File: src/rtl/fwg_pkg.sv
package fwg_pkg;

   typedef enum logic [2:0] {
      SQ_READ   = 3'd0,
      SQ_UNL1   = 3'd1,
      SQ_UNL2   = 3'd2,
      SQ_OPND_P = 3'd3,
      SQ_OPND_E = 3'd4,
      SQ_BUSY_P = 3'd5,
      SQ_BUSY_E = 3'd6,
      SQ_SUSP   = 3'd7
   } seq_state_t;

   localparam int unsigned CODE_W = 8;

endpackage

File: src/rtl/fwg_sync.sv
module fwg_sync #(
   parameter int unsigned W       = 1,
   parameter int unsigned STAGES  = 2,
   parameter logic [W-1:0] RST_VAL = '0
) (
   input  logic         clk,
   input  logic         rst_n,
   input  logic [W-1:0] d,
   output logic [W-1:0] q
);

   generate
      if (STAGES < 2) begin : g_bad_stages
         $error("fwg_sync: STAGES must be at least 2");
      end
      if (W < 1) begin : g_bad_width
         $error("fwg_sync: W must be at least 1");
      end
   endgenerate

   for (genvar b = 0; b < W; b++) begin : g_bit
      logic [STAGES-1:0] sh;
      always_ff @(posedge clk or negedge rst_n) begin
         if (!rst_n) sh <= {STAGES{RST_VAL[b]}};
         else        sh <= {sh[STAGES-2:0], d[b]};
      end
      assign q[b] = sh[STAGES-1];
   end

endmodule

File: src/rtl/fwg_qual.sv
module fwg_qual #(
   parameter int unsigned GLITCH_CYC = 4
) (
   input  logic clk,
   input  logic rst_n,
   input  logic ce_s,
   input  logic we_s,
   input  logic oe_s,
   input  logic inhibit,
   output logic cap,
   output logic wr_stb
);

   localparam int unsigned CW = $clog2(GLITCH_CYC + 1);

   generate
      if (GLITCH_CYC < 1) begin : g_bad_glitch
         $error("fwg_qual: GLITCH_CYC must be at least 1");
      end
   endgenerate

   logic          cond;
   logic [CW-1:0] cnt;
   logic          fired;

   assign cond = ~ce_s & ~we_s & oe_s & ~inhibit;
   assign cap  = cond & ~fired & (cnt == CW'(GLITCH_CYC - 1));

   always_ff @(posedge clk or negedge rst_n) begin
      if (!rst_n) begin
         cnt    <= '0;
         fired  <= 1'b0;
         wr_stb <= 1'b0;
      end else begin
         wr_stb <= 1'b0;
         if (!cond) begin
            cnt   <= '0;
            fired <= 1'b0;
         end else if (!fired) begin
            if (cap) begin
               wr_stb <= 1'b1;
               fired  <= 1'b1;
            end else begin
               cnt <= cnt + 1'b1;
            end
         end
      end
   end

   // checker-side run length of the raw enable condition (saturating)
   logic [CW-1:0] run_len;
   always_ff @(posedge clk or negedge rst_n) begin
      if (!rst_n)                              run_len <= '0;
      else if (ce_s | we_s | ~oe_s)            run_len <= '0;
      else if (run_len != CW'(GLITCH_CYC))     run_len <= run_len + 1'b1;
   end

   a_r1_strobe_needs_enables: assert property (@(posedge clk) disable iff (!rst_n)
      wr_stb |-> $past(~ce_s & ~we_s & oe_s));

   a_r2_min_width: assert property (@(posedge clk) disable iff (!rst_n)
      wr_stb |-> (run_len == CW'(GLITCH_CYC)));

   a_r2_single_pulse: assert property (@(posedge clk) disable iff (!rst_n)
      wr_stb |=> !wr_stb);

   a_r3_no_strobe_inhibited: assert property (@(posedge clk) disable iff (!rst_n)
      wr_stb |-> !$past(inhibit));

endmodule

File: src/rtl/fwg_seq.sv
module fwg_seq
   import fwg_pkg::*;
#(
   parameter int unsigned AW = 8,
   parameter int unsigned DW = 8,
   parameter logic [AW-1:0] UNL_A1   = AW'(8'h55),
   parameter logic [DW-1:0] UNL_D1   = DW'(8'hAA),
   parameter logic [AW-1:0] UNL_A2   = AW'(8'hAA),
   parameter logic [DW-1:0] UNL_D2   = DW'(8'h55),
   parameter logic [DW-1:0] OP_PROG  = DW'(8'hA0),
   parameter logic [DW-1:0] OP_ERASE = DW'(8'h80),
   parameter logic [DW-1:0] OP_SUSP  = DW'(8'hB0),
   parameter logic [DW-1:0] OP_RES   = DW'(8'h30)
) (
   input  logic          clk,
   input  logic          rst_n,
   input  logic          wr,
   input  logic [AW-1:0] wa,
   input  logic [DW-1:0] wd,
   input  logic          low,
   input  logic          sleep,
   input  logic          done,
   output logic          eng_start,
   output logic          eng_erase,
   output logic [AW-1:0] eng_addr,
   output logic [DW-1:0] eng_data,
   output logic          eng_abort,
   output logic          eng_hold,
   output logic          busy_pull
);

   seq_state_t st;
   logic       running;
   logic       active;

   assign running   = (st == SQ_BUSY_P) || (st == SQ_BUSY_E);
   assign active    = running || (st == SQ_SUSP);
   assign busy_pull = running & ~sleep;
   assign eng_hold  = (st == SQ_SUSP) || (running && sleep);

   always_ff @(posedge clk or negedge rst_n) begin
      if (!rst_n) begin
         st        <= SQ_READ;
         eng_start <= 1'b0;
         eng_abort <= 1'b0;
         eng_erase <= 1'b0;
         eng_addr  <= '0;
         eng_data  <= '0;
      end else begin
         eng_start <= 1'b0;
         eng_abort <= 1'b0;
         if (low) begin
            eng_abort <= active;
            st        <= SQ_READ;
         end else begin
            unique case (st)
               SQ_READ: if (wr) begin
                  st <= (wa == UNL_A1 && wd == UNL_D1) ? SQ_UNL1 : SQ_READ;
               end
               SQ_UNL1: if (wr) begin
                  st <= (wa == UNL_A2 && wd == UNL_D2) ? SQ_UNL2 : SQ_READ;
               end
               SQ_UNL2: if (wr) begin
                  if (wd == OP_PROG)       st <= SQ_OPND_P;
                  else if (wd == OP_ERASE) st <= SQ_OPND_E;
                  else                     st <= SQ_READ;
               end
               SQ_OPND_P, SQ_OPND_E: if (wr) begin
                  eng_start <= 1'b1;
                  eng_erase <= (st == SQ_OPND_E);
                  eng_addr  <= wa;
                  eng_data  <= wd;
                  st        <= (st == SQ_OPND_E) ? SQ_BUSY_E : SQ_BUSY_P;
               end
               SQ_BUSY_P: if (done && !sleep) st <= SQ_READ;
               SQ_BUSY_E: begin
                  if (done && !sleep)          st <= SQ_READ;
                  else if (wr && wd == OP_SUSP) st <= SQ_SUSP;
               end
               SQ_SUSP: if (wr && wd == OP_RES) st <= SQ_BUSY_E;
               default: st <= SQ_READ;
            endcase
         end
      end
   end

   a_r9_start_after_write: assert property (@(posedge clk) disable iff (!rst_n)
      eng_start |-> $past(wr));

   a_r5_start_raises_busy: assert property (@(posedge clk) disable iff (!rst_n)
      (eng_start && !sleep) |-> busy_pull);

   a_r5_done_releases: assert property (@(posedge clk) disable iff (!rst_n)
      (done && running && !sleep && !low) |=> !busy_pull);

   a_r10_low_releases: assert property (@(posedge clk) disable iff (!rst_n)
      low |=> (!busy_pull && !eng_hold));

   a_r7_hold_not_busy: assert property (@(posedge clk) disable iff (!rst_n)
      eng_hold |-> !busy_pull);

   a_r10_abort_single: assert property (@(posedge clk) disable iff (!rst_n)
      eng_abort |=> !eng_abort);

endmodule

File: src/rtl/flash_wguard.sv
module flash_wguard #(
   parameter int unsigned AW          = 8,
   parameter int unsigned DW          = 8,
   parameter int unsigned GLITCH_CYC  = 4,
   parameter int unsigned SYNC_STAGES = 2
) (
   input  logic          clk,
   input  logic          rst_n,
   input  logic          ce_n,
   input  logic          we_n,
   input  logic          oe_n,
   input  logic          low_vdd,
   input  logic          sleep_req,
   input  logic [AW-1:0] bus_addr,
   input  logic [DW-1:0] bus_data,
   input  logic          eng_done,
   output logic          cmd_wr,
   output logic [AW-1:0] cmd_addr,
   output logic [DW-1:0] cmd_data,
   output logic          rd_mode_rst,
   output logic          ryby_pull,
   output logic          eng_start,
   output logic          eng_erase,
   output logic [AW-1:0] eng_addr,
   output logic [DW-1:0] eng_data,
   output logic          eng_hold,
   output logic          eng_abort
);

   localparam int unsigned NSYNC = 5;
   localparam logic [NSYNC-1:0] SYNC_RST = 5'b00111;

   generate
      if (DW < fwg_pkg::CODE_W) begin : g_bad_dw
         $error("flash_wguard: DW must hold an 8-bit command code");
      end
      if (AW < 8) begin : g_bad_aw
         $error("flash_wguard: AW must hold an 8-bit unlock address");
      end
   endgenerate

   logic [NSYNC-1:0] raw_in, syn;
   logic ce_s, we_s, oe_s, low_s, sleep_s;
   logic cap;

   assign raw_in = {sleep_req, low_vdd, oe_n, we_n, ce_n};
   assign {sleep_s, low_s, oe_s, we_s, ce_s} = syn;

   fwg_sync #(.W(NSYNC), .STAGES(SYNC_STAGES), .RST_VAL(SYNC_RST)) u_sync (
      .clk(clk), .rst_n(rst_n), .d(raw_in), .q(syn)
   );

   fwg_qual #(.GLITCH_CYC(GLITCH_CYC)) u_qual (
      .clk(clk), .rst_n(rst_n),
      .ce_s(ce_s), .we_s(we_s), .oe_s(oe_s),
      .inhibit(low_s | sleep_s),
      .cap(cap), .wr_stb(cmd_wr)
   );

   always_ff @(posedge clk or negedge rst_n) begin
      if (!rst_n) begin
         cmd_addr <= '0;
         cmd_data <= '0;
      end else if (cap) begin
         cmd_addr <= bus_addr;
         cmd_data <= bus_data;
      end
   end

   assign rd_mode_rst = low_s;

   fwg_seq #(.AW(AW), .DW(DW)) u_seq (
      .clk(clk), .rst_n(rst_n),
      .wr(cmd_wr), .wa(cmd_addr), .wd(cmd_data),
      .low(low_s), .sleep(sleep_s), .done(eng_done),
      .eng_start(eng_start), .eng_erase(eng_erase),
      .eng_addr(eng_addr), .eng_data(eng_data),
      .eng_abort(eng_abort), .eng_hold(eng_hold),
      .busy_pull(ryby_pull)
   );

   a_r3_no_write_in_lockout: assert property (@(posedge clk) disable iff (!rst_n)
      rd_mode_rst |=> !cmd_wr);

   a_r10_abort_on_low: assert property (@(posedge clk) disable iff (!rst_n)
      eng_abort |-> (rd_mode_rst || $past(rd_mode_rst)));

endmodule

File: config.mk
export PLATFORM = sky130hd
export DESIGN_NAME = flash_wguard
export DESIGN_NICKNAME = d
export VERILOG_FILES = /design/src/rtl/fwg_pkg.sv /design/src/rtl/fwg_sync.sv /design/src/rtl/fwg_qual.sv /design/src/rtl/fwg_seq.sv /design/src/rtl/flash_wguard.sv
export SDC_FILE = /design/constraint.sdc
export NUM_CORES = 1
export LEC_CHECK = 0
export ABC_AREA = 0
export BUFFER_PORTS_ARGS = -buffer_cell sky130_fd_sc_hd__clkbuf_2
export CAP_MARGIN = 10
export CORE_AREA = 8 8 77 79
export CTS_CLUSTER_DIAMETER = 200
export DETAILED_ROUTE_END_ITERATION = 16
export DIE_AREA = 0 0 85 87
export PLACE_DENSITY = 0.84
export SYNTH_ARGS = -nofsm -noshare
export SYNTH_HDL_FRONTEND = slang
export SYNTH_SLANG_ARGS = --single-unit
File: constraint.sdc
create_clock -name clk -period 3.6 [get_ports clk]
set_input_delay 0.36 -clock clk [delete_from_list [all_inputs] [get_ports clk]]
set_output_delay 0.36 -clock clk [all_outputs]
set_load 0.03 [all_outputs]
==> run summary <==
Initial Utilization: 47.4%
# clock sinks: 53
Die Ht: 87 um
Mapped cell area: 2300 um2
Gate power share: 2.8%
Area share of the largest cell type after synthesis: 51.2%
Mean post-synth cell area: 13.1 um2
Via-to-Cell Ratio: 5.50
R2r endpoint: cmd_addr[3]
Placed cell count: 287
Drt wl/cell: 16.9 um
Std cell rows: 26
Distinct cell type count after synthesis: 40
CORE AREA: 4850 um2
Share of cells above drive strength 1: 47.7%
Clk pwr share: 42.4%
Post-CTS setup buffers: 0
P_int: 0.000892 W
Fin. max-slew vios: 0
GRT Overall Usage: 14.3%
Part of the Yosys area used for sequential elements: 58.1%
# hold bufs at CTS: 0
Count of port buffers added during placement: 62
Total design power: 0.00111 W
Drt pass-1 iters: 4
Detailed placement HPWL: 3730 um
IO Count: 63
Critical Setup Path Class: flop to flop
Final non-filler cell total: 295
Vias in the first global route: 1717
Least-Margin Pin Slew: 0.955 ns
Area contributors post-synth: dfrtp_1, mux2_2, dfstp_2, mux2_4, nor2_1
Max-Cap Viols: 0
Worst reg2reg path startpoint: u_sync.g_bit[3].sh[1]
Register clock-pin slew on the reported worst setup and hold paths: 0.09 ns
Hold_ws: 0.0546 ns
Post-synth top area cell: dfrtp_1
Number of flops mapped to enable cells by yosys: 0
Crit path largest cell delay: 0.82 ns
Post-route DRC: 0
Crit path max fanout: 18
R2R depth: 4
Insertion delay to the later sink of the worst-skew pair: 0.30 ns
Final Critical Period: 2.28 ns
Largest net degree at the start of global routing: 29
Final setup vio count: 0
Commonest cells post-synth: dfrtp_1, mux2_2, nor2_1, nand2_1, mux2_4
Setup TNS: 0 ns
CTS tree: yes
Total CTS buffers: 5
Final GP Congestion: 0.856
Fin. Hold Viols: 0
Top FF cell, synth: dfrtp_1
Clock Tree Buf Depth: 2
CTS resizes: 0
Number of nets with antenna violations after routing: 0
Post-synthesis instance total: 175
Reg2reg setup slack: 1.32 ns
Count leader, synth: dfrtp_1
Critical path required time: 3.79 ns
FF+latch count, synth: 53
CP arrival: 2.47 ns
Peak supply drop: 0.231 mV
Diodes inserted: 0
Flop pwr share: 54.9%
Ordered list of cells on the worst path: nor4b_2, nand2_2, nor3b_4, mux2_2
Detailed Route WL: 4980 um
First-pass GRT wire length: 8530 um
Slew HR: 36.2%
Die area: 7400 um2
Outcome: finished, final reports clean
Clock Skew: 0.00823 ns
Critical Path Source Type: flop
Initial antenna violation count: 0
PwrDens: 400 nW/um2
Number of H-tree levels: 2
Synthesis Warnings: 0
Critical Path Sink Type: flop
Sw frac: 19.4%
DRT iter0 DRCs: 174
Leakage: 1.42 nW
GR Overflow Total: 0
Asr flop ratio synth: 100%
Area grow syn2layout: 20.6%
RSZ-0062 raised after global routing: false
F_max: 0.438 GHz
Tcrit/Tclk final: 63.4%
Psw: 0.000215 W
Root buf cell: clkbuf_8
Syn nets: 201
Final nets: 264
Chip width: 85 um
Hold Path Class: input port to async pin
Critical path's slowest cell: nor3b_4
Vias: 1622
layout by cell type (no fill, tap or decap), drive strengths merged, types with 2 or more instances in the layout:
cell type	count
nand4	3
and3	2
o21ai	5
bufinv	2
mux2i	2
inv	4
nor4	4
dfstp	6
a21oi	6
nand2	10
clkbuf	67
a211oi	3
dfrtp	47
nand2b	4
mux2	32
nor2	11
nor2b	4
ha	2
nand3	4
nor4bb	3
nor4b	2
registers in the layout, summed over array words and instances, names as in the netlist, 3 cells and up:
register,cells
u_sync.g_bit.sh,10
cmd_addr,8
cmd_data,8
u_seq.eng_addr,8
u_seq.eng_data,8
u_qual.cnt,3
u_seq.st,3
worst max-delay path, delay by kind of cell (launching register included):
| family | cells | cell delay (ns) |
|---|---|---|
| multiplexers | 1 | 0.42 |
| AND/OR/NAND/NOR | 3 | 1.25 |
| flip-flops | 1 | 0.49 |
power groups by stage:
stage / Combinational, W / Clock [W] / Sequential [W]
after floorplan: 0.00000368 / 0 / 0.000619
after global placement: 0.0000315 / 0 / 0.000619
after detailed placement: 0.0000315 / 0 / 0.000619
after CTS: 0.0000318 / 0.000476 / 0.000607
after global routing: 0.0000351 / 0.000501 / 0.000608
final: 0.0000305 / 0.000469 / 0.000607
how the worst max path moves through the flow:
stage	from	end	slack [ns]	cells past startpoint
floorplan	u_seq.st[2]	eng_hold	1.74	3
global placement	u_sync.g_bit[3].sh[1]	cmd_addr[6]	1.39	4
detailed placement	u_sync.g_bit[3].sh[1]	cmd_addr[3]	1.32	4
CTS	u_sync.g_bit[3].sh[1]	cmd_addr[3]	1.29	4
global route	u_sync.g_bit[3].sh[1]	cmd_data[0]	1.14	4
finish	u_sync.g_bit[3].sh[1]	cmd_addr[3]	1.32	4
layer usage:
layer / wire length, um / up-vias / GRT usage (%)
met3: 362 / 7 / 4.81
met1: 2080 / 804 / 18.0
met5: 0 / - / 0
met2: 2470 / 57 / 22.2
met4: 62 / 0 / 5.66
li1: - / 754 / -
cell families (layout without fill, tap and decap cells):
group	count (synthesis)	after routing	synth area share [%]
AO/OA/AOI/OAI	20	20	5.56
XOR/XNOR	1	1	0.381
adder cells (fa/ha/maj)	2	2	1.09
buffers and inverters	11	75	3.05
flip-flops	53	53	58.1
multiplexers	34	34	17.7
AND/OR/NAND/NOR	54	54	14.2
final cells by class:
type	count	area [um2]
multi-input cells	111	900
well taps	56	70.1
clock inverters	3	65.1
fillers	391	2080
clock buffers	5	68.8
flip-flops and latches	53	1330
inverters	4	15.0
repair buffers	63	318
per-stage QoR:
stage	setup WS [ns]	instance area [um2]	utilization, %
after floorplan	1.74	2300	-
after global placement	1.39	2640	54.4
after detailed placement	1.32	2640	54.4
after CTS	1.29	2770	57.2
after global routing	1.14	2770	57.2
final	1.32	2770	57.2
No activity file was read; power rests on OpenSTA's default activity.
